--- config.mk ---
export PLATFORM = sky130hd
export DESIGN_NAME = seqrd_port
export DESIGN_NICKNAME = d
export VERILOG_FILES = /design/src/rtl/seqrd_pkg.sv /design/src/rtl/seqrd_sel.sv /design/src/rtl/seqrd_chan.sv /design/src/rtl/seqrd_port.sv
export SDC_FILE = /design/constraint.sdc
export NUM_CORES = 1
export LEC_CHECK = 0
export BUFFER_PORTS_ARGS = -buffer_cell sky130_fd_sc_hd__buf_4
export CORE_AREA = 4 4 211 213
export CTS_BUF_LIST = sky130_fd_sc_hd__clkbuf_8 sky130_fd_sc_hd__clkbuf_16
export DETAILED_ROUTE_END_ITERATION = 8
export DIE_AREA = 0 0 215 217
export HOLD_SLACK_MARGIN = 0.15
export PLACE_DENSITY = 0.8
export RECOVER_POWER = 25
export SYNTH_ARGS = -nofsm -noshare
export SYNTH_HDL_FRONTEND = slang
export SYNTH_SLANG_ARGS = --single-unit
--- constraint.sdc ---
create_clock -name clk -period 4 [get_ports clk]
set_clock_uncertainty 0.2 [all_clocks]
set_input_delay 0.2 -clock clk [delete_from_list [all_inputs] [get_ports clk]]
set_output_delay 0.2 -clock clk [all_outputs]
set_load 0.02 [all_outputs]
--- src/rtl/seqrd_pkg.sv ---
package seqrd_pkg;
  localparam int SLOT_W     = 3;
  localparam int SEQ_MAX    = 8;
  localparam int PROG_W     = 32;
  localparam int LAST_LSB   = 24;
  localparam int IRQ_EN_BIT = 31;
  localparam int NTYPES     = 6;

  typedef enum logic [SLOT_W-1:0] {
    DT_I      = 3'd0,
    DT_Q      = 3'd1,
    DT_AGC_RT = 3'd2,
    DT_AGC_SM = 3'd3,
    DT_RNG_A  = 3'd4,
    DT_RNG_B  = 3'd5,
    DT_NONE6  = 3'd6,
    DT_NONE7  = 3'd7
  } dtype_e;

  // slot code at a given index of the packed slot field
  function automatic logic [SLOT_W-1:0] slot_code(
    input logic [SEQ_MAX*SLOT_W-1:0] slots,
    input logic [SLOT_W-1:0] idx);
    return slots[int'(idx)*SLOT_W +: SLOT_W];
  endfunction

  // pointer after one read: wraps past the last slot in use
  function automatic logic [SLOT_W-1:0] step_ptr(
    input logic [SLOT_W-1:0] ptr,
    input logic [SLOT_W-1:0] last);
    return (ptr >= last) ? '0 : ptr + 1'b1;
  endfunction
endpackage

--- src/rtl/seqrd_sel.sv ---
module seqrd_sel
  import seqrd_pkg::*;
#(
  parameter int DW = 16
) (
  input  logic [SLOT_W-1:0]    code,
  input  logic [NTYPES*DW-1:0] vals,
  output logic [DW-1:0]        data
);
  always_comb begin
    case (dtype_e'(code))
      DT_I, DT_Q, DT_AGC_RT, DT_AGC_SM, DT_RNG_A, DT_RNG_B:
        data = vals[int'(code)*DW +: DW];
      default:
        data = '0;
    endcase
  end
endmodule

--- src/rtl/seqrd_chan.sv ---
module seqrd_chan
  import seqrd_pkg::*;
#(
  parameter int DW = 16
) (
  input  logic                      clk,
  input  logic                      rst_n,
  input  logic                      new_out,
  input  logic                      rd_hit,
  input  logic [NTYPES*DW-1:0]      vals_in,
  input  logic [SEQ_MAX*SLOT_W-1:0] slots,
  input  logic [SLOT_W-1:0]         last,
  input  logic                      irq_en,
  output logic [DW-1:0]             cur_data,
  output logic                      irq
);
  logic [NTYPES*DW-1:0] lat_q;
  logic [SLOT_W-1:0]    ptr_q;
  logic                 irq_q;

  // named events for the assertions
  logic seq_rewind, seq_step, irq_clr;
  assign seq_rewind = new_out;
  assign seq_step   = rd_hit && !new_out;
  assign irq_clr    = rd_hit && (ptr_q == '0);

  always_ff @(posedge clk) begin
    if (!rst_n) begin
      lat_q <= '0;
      ptr_q <= '0;
      irq_q <= 1'b0;
    end else begin
      if (seq_rewind) begin
        lat_q <= vals_in;
        ptr_q <= '0;
      end else if (seq_step) begin
        ptr_q <= step_ptr(ptr_q, last);
      end
      if (seq_rewind)   irq_q <= irq_en;
      else if (irq_clr) irq_q <= 1'b0;
    end
  end

  seqrd_sel #(.DW(DW)) u_sel (
    .code (slot_code(slots, ptr_q)),
    .vals (lat_q),
    .data (cur_data)
  );

  assign irq = irq_q;


  rewind_chk: assert property (@(posedge clk) disable iff (!rst_n)
    seq_rewind |=> (ptr_q == '0));

  step_chk: assert property (@(posedge clk) disable iff (!rst_n)
    (seq_step && ptr_q < last) |=> (ptr_q == $past(ptr_q) + 1'b1));

  wrap_chk: assert property (@(posedge clk) disable iff (!rst_n)
    (seq_step && ptr_q == last) |=> (ptr_q == '0));

  hold_chk: assert property (@(posedge clk) disable iff (!rst_n)
    (!rd_hit && !new_out) |=> $stable(ptr_q));

  latch_hold_chk: assert property (@(posedge clk) disable iff (!rst_n)
    !new_out |=> $stable(lat_q));

  irq_set_chk: assert property (@(posedge clk) disable iff (!rst_n)
    new_out |=> (irq == $past(irq_en)));

  irq_clr_chk: assert property (@(posedge clk) disable iff (!rst_n)
    (irq && rd_hit && ptr_q == '0 && !new_out) |=> !irq);
endmodule

--- src/rtl/seqrd_port.sv ---
module seqrd_port
  import seqrd_pkg::*;
#(
  parameter int NCH       = 4,
  parameter int DW        = 16,
  parameter int AW        = 3,
  parameter int BASE_ADDR = 4
) (
  input  logic                clk,
  input  logic                rst_n,
  input  logic                host_rd,
  input  logic [AW-1:0]       host_addr,
  input  logic [NCH-1:0]      new_out,
  input  logic [NCH*DW-1:0]   i_val,
  input  logic [NCH*DW-1:0]   q_val,
  input  logic [NCH*DW-1:0]   agc_rt,
  input  logic [NCH*DW-1:0]   agc_smp,
  input  logic [NCH*DW-1:0]   rng_a,
  input  logic [NCH*DW-1:0]   rng_b,
  input  logic [NCH*PROG_W-1:0] seq_prog,
  output logic [DW-1:0]       rd_data,
  output logic [NCH-1:0]      irq
);
  localparam int IW = (NCH > 1) ? $clog2(NCH) : 1;
  localparam int RSV_W = IRQ_EN_BIT - (LAST_LSB + SLOT_W);

  logic [NCH-1:0]       hit;
  logic [NCH*DW-1:0]    cur_all;
  logic [NCH*RSV_W-1:0] unused_rsvd;
  logic [IW-1:0]        sel_idx;
  logic                 hit_any;
  logic [DW-1:0]        rd_q;

  for (genvar c = 0; c < NCH; c++) begin : g_ch
    logic [PROG_W-1:0] pw;
    assign pw = seq_prog[c*PROG_W +: PROG_W];
    assign hit[c] = host_rd && (host_addr == AW'(BASE_ADDR + c));
    assign unused_rsvd[c*RSV_W +: RSV_W] = pw[IRQ_EN_BIT-1 : LAST_LSB+SLOT_W];

    seqrd_chan #(.DW(DW)) u_chan (
      .clk      (clk),
      .rst_n    (rst_n),
      .new_out  (new_out[c]),
      .rd_hit   (hit[c]),
      .vals_in  ({rng_b[c*DW +: DW], rng_a[c*DW +: DW], agc_smp[c*DW +: DW],
                  agc_rt[c*DW +: DW], q_val[c*DW +: DW], i_val[c*DW +: DW]}),
      .slots    (pw[SEQ_MAX*SLOT_W-1:0]),
      .last     (pw[LAST_LSB +: SLOT_W]),
      .irq_en   (pw[IRQ_EN_BIT]),
      .cur_data (cur_all[c*DW +: DW]),
      .irq      (irq[c])
    );
  end

  assign hit_any = |hit;

  always_comb begin
    sel_idx = '0;
    for (int c = 0; c < NCH; c++)
      if (hit[c]) sel_idx = IW'(c);
  end

  always_ff @(posedge clk) begin
    if (!rst_n)       rd_q <= '0;
    else if (hit_any) rd_q <= cur_all[int'(sel_idx)*DW +: DW];
  end

  assign rd_data = rd_q;


  miss_hold_chk: assert property (@(posedge clk) disable iff (!rst_n)
    !hit_any |=> $stable(rd_data));

  single_hit_chk: assert property (@(posedge clk) disable iff (!rst_n)
    $onehot0(hit));
endmodule

==> impl_metrics.json, run 1 <==
{
  "status": "aborted with a tool error",
  "haltStage": "clock tree synthesis",
  "firstError": "[ERROR RSZ-0060] Max buffer count reached.",
  "rows": 76,
  "netlist_instances": 1950,
  "synth_common_cells": "529 x mux2i_1, 416 x dfxtp_1, 386 x nor2b_1",
  "numCtsBuffers": 46,
  "synth_warnings": 0,
  "yosysSeqAreaShare": 0.4132,
  "cts_max_path_buffers": 3,
  "synth_top_area_share": 0.4132,
  "io_pins": 542,
  "start_util": 0.4721,
  "yosys.area.top_type": "dfxtp_1",
  "synth_area_per_cell_um2": 10.34,
  "gp_routability_congestion": 0.9145,
  "synthFlopType": "dfxtp_1",
  "syn-cell-area_um2": 20160,
  "portBuffers": 525,
  "synth_edf_count": 0,
  "async_flop_share": 0,
  "post_cts_buffers": 0,
  "ys_ff_latch": 416,
  "die_y_um": 217,
  "cts.sinks": 416,
  "cts_root_buf": "clkbuf_16",
  "hpwl_um": 49400,
  "htreeDepth": 2,
  "syn_nets": 2492,
  "synth_cell_type_count": 45,
  "netlist_top_cells_area": "dfxtp_1 41%, mux2i_1 26%, nor2b_1 12%, mux4_2 2.8%, clkbuf_1 1.6%",
  "fp.dieW_um": 215,
  "placed_cell_area_um2": 24390,
  "postCtsResizedCells": 0,
  "pre_cts_ws_ns": 0.1448,
  "yosysMostFrequentCell": "mux2i_1",
  "ctsHoldBuffers": 596
}
cells by family after synthesis:
kind of cell               share of synthesized area
DFF                                           0.4132
muxes                                         0.3180
buffers and inverters                        0.03948
and+or+nand+nor                               0.1543
AOI/OAI and AO/OA                            0.06270
adders and majority gates                    0.01242
per-stage QoR:
step                      cells    util
after floorplan            1950       -
after detailed placement   2896  0.5713
after global placement     2896  0.5713
==> inputs of run 2 (changes only) <==
Settings changed: CORE_AREA 4 4 211 213 to not set, CORE_MARGIN set to 4, CORE_UTILIZATION set to 40, CTS_BUF_LIST sky130_fd_sc_hd__clkbuf_8 sky130_fd_sc_hd__clkbuf_16 to not set, DIE_AREA 0 0 215 217 to not set, HOLD_SLACK_MARGIN 0.15 to not set, PLACE_DENSITY 0.8 to not set, PLACE_DENSITY_LB_ADDON set to 0.15.
==> impl_metrics.json, run 2 <==
{
  "fin_tns_setup_ns": 0,
  "core-area_um2": 49360,
  "syn-cell-area_um2": 20160,
  "yosys.area.top_type": "dfxtp_1",
  "crit_path_start_kind": "flop",
  "synth_mux_area_frac": 0.3180,
  "hp-class": "input pin to flop",
  "relSlewSlack": -0.4826,
  "cts_max_path_buffers": 3,
  "ys_ff_latch": 416,
  "setup.worst_path.end": "rd_data[15]",
  "grt_pass1_vias": 18690,
  "netlist_top_cells_area": "dfxtp_1 41%, mux2i_1 26%, nor2b_1 12%, mux4_2 2.8%, clkbuf_1 1.6%",
  "vias": 17810,
  "syn_nets": 2492,
  "synthSimpleGateAreaFrac": 0.1543,
  "yosysSeqAreaShare": 0.4132,
  "area_delta_synth_final_pct": 52.80,
  "arrival_ns": 4.05,
  "clock_latency_ns": 0.58,
  "r2r_cells": 10,
  "portBuffers": 525,
  "synth_area_per_cell_um2": 10.34,
  "nets": 3417,
  "die_y_um": 232.5,
  "reg2reg_to": "rd_data[15]",
  "synth_xor_area_frac": 0,
  "grt_first_pass_wirelength_um": 108100,
  "drt-initial-drc-count": 892,
  "crit_start": "g_ch[1].u_chan.ptr_q[0]",
  "synth_compound_area_frac": 0.06270,
  "critPathCaptureType": "flop",
  "regMostFlops": "g_ch.u_chan.lat_q",
  "stdcell_count": 3582,
  "grt_overflow_total": 0,
  "cellLeakagePower_nw": 13.85,
  "multiInputGateArea_um2": 11080,
  "placed_cells": 3011,
  "htreeDepth": 2,
  "mostFrequentLayoutCells": "527 x mux2i_1, 518 x buf_4, 477 x dlygate4sd3_1",
  "die_area_um2": 54040,
  "synth_cell_type_count": 45,
  "max_freq_mhz": 264.4,
  "clk_pin_slew_ns": 0.06,
  "tightestPinTransition_ns": 2.224,
  "wl_per_cell_um": 20.49,
  "r2r-start": "g_ch[1].u_chan.ptr_q[0]",
  "peakVddDrop_v": 0.0003183,
  "max_cap_viol_count": 1,
  "hold_viol_final": 0,
  "numCtsBuffers": 49,
  "fin_ws_ns": 0.2182,
  "crit_fanout": 48,
  "drt-pass1-iter-count": 5,
  "holdCritStartpoint": "seq_prog[121]",
  "synth_common_cells": "529 x mux2i_1, 416 x dfxtp_1, 386 x nor2b_1",
  "synth_edf_count": 0,
  "wirelength_um": 73400,
  "rrSetupSlack_ns": 0.22,
  "violations": "max-capacitance violations, max-slew violations",
  "netlist_instances": 1950,
  "finalSetupViolations": 0,
  "drtAntennaViolNets": 0,
  "slew_violations": 68,
  "regArea_um2": 8329,
  "drive_gt1_frac": 0.2238,
  "synthFlopType": "dfxtp_1",
  "viasPerCell": 4.972,
  "track_usage": 0.2580,
  "synthAdderAreaFrac": 0.01242,
  "hpwl_um": 50550,
  "fin_crit_ns": 3.782,
  "yosysMostFrequentCell": "mux2i_1",
  "critPathKind": "flop to flop",
  "cts.sinks": 416,
  "status": "finished with violations",
  "drc": 0,
  "powerDensity_nw_per_um2": 349.7,
  "synth_warnings": 0,
  "rows": 81,
  "layout_commonest_cell": "mux2i_1",
  "antenna_found_initial": 9,
  "synth_top_family_by_area": "multiplexers",
  "largest_register_ffs": 384,
  "async_flop_share": 0,
  "start_util": 0.4084,
  "fp.dieW_um": 232.5,
  "gp_routability_congestion": 0.8545,
  "worstPathRequired_ns": 4.26,
  "io_pins": 542,
  "num-fill-cells": 4012,
  "grt_max_degree": 106,
  "rsz0062_at_grt": "false",
  "period_share": 0.9454,
  "cts_tree": "done",
  "pre_cts_ws_ns": 0.6669,
  "synth_top_area_share": 0.4132,
  "cts_root_buf": "clkbuf_16"
}
## run 2: power by group
part           internal [mW]  total, mW  leakage [nW]  switching, mW
clock network           2.58       4.34         0.756           1.76
logic                   1.11       1.91          9.66          0.803
registers               4.39       4.52          3.43          0.128
## run 2: layout make-up
cell class / count / area share
Clock inverter: 11 / 0.003697
Antenna cell: 9 / 0.0007313
Tap cell: 664 / 0.02698
Inverter: 21 / 0.002559
Sequential cell: 416 / 0.2704
Timing Repair Buffer: 1025 / 0.2895
Clock buffer: 74 / 0.04644
Multi-Input combinational cell: 1362 / 0.3596
## run 2: kinds of logic after synthesis
logic type | Yosys count
DFF | 416
buffers and inverters | 172
adders and majority gates | 20
muxes | 596
and+or+nand+nor | 538
AOI/OAI and AO/OA | 208
## run 2: per-layer routing
layer  global-route usage  routed length (um)  share of wire
met3              0.04542                3925          0.053
met5                    0                  39        0.00053
met2               0.4460               36130           0.49
met1               0.3238               30980           0.42
met4              0.09152                2323          0.032
## run 2: how the worst min path moves through the flow
stage                                     to  slack [ns]  cells after the start
floorplan                 g_ch[2].u_chan.irq        0.17                      2
global placement    g_ch[3].u_chan.lat_q[62]        0.26                      3
detailed placement  g_ch[1].u_chan.lat_q[92]        0.26                      3
CTS                  g_ch[3].u_chan.ptr_q[2]        0.05                      7
global route         g_ch[3].u_chan.ptr_q[2]        0.10                      7
finish               g_ch[3].u_chan.ptr_q[2]        0.09                      7
## run 2: critical path: stages (launching register included)
cell and delay [ns]:
dfxtp_2 0.50, mux4_2 0.58, mux2i_4 0.18, buf_12 0.33
mux2i_1 0.23, nor2_1 0.06, a2111oi_0 0.53, buf_4 0.24
o21ai_0 0.10, o2bb2ai_1 0.13, dlygate4sd3_1 0.56
## run 2: repair_timing
action,CTS,global route
hold endpoints to repair,413,0
setup buffers,0,0
resized for setup,0,1
hold buffers,477,0
endpoints found under the setup margin,0,1
## run 2: per-stage QoR
step | hold WS (ns) | cell area (um^2) | total power, mW | util
global placement | 0.2561 | 24530 | 6.077 | 0.4971
CTS | 0.04593 | 30850 | 10.85 | 0.6251
global route | 0.1014 | 30790 | 11.21 | 0.6239
floorplan | 0.1668 | 20160 | 5.421 | -
detailed placement | 0.2636 | 24530 | 6.111 | 0.4971
finish | 0.08681 | 30800 | 10.77 | 0.6240
No activity file was read; power rests on OpenSTA's default activity.
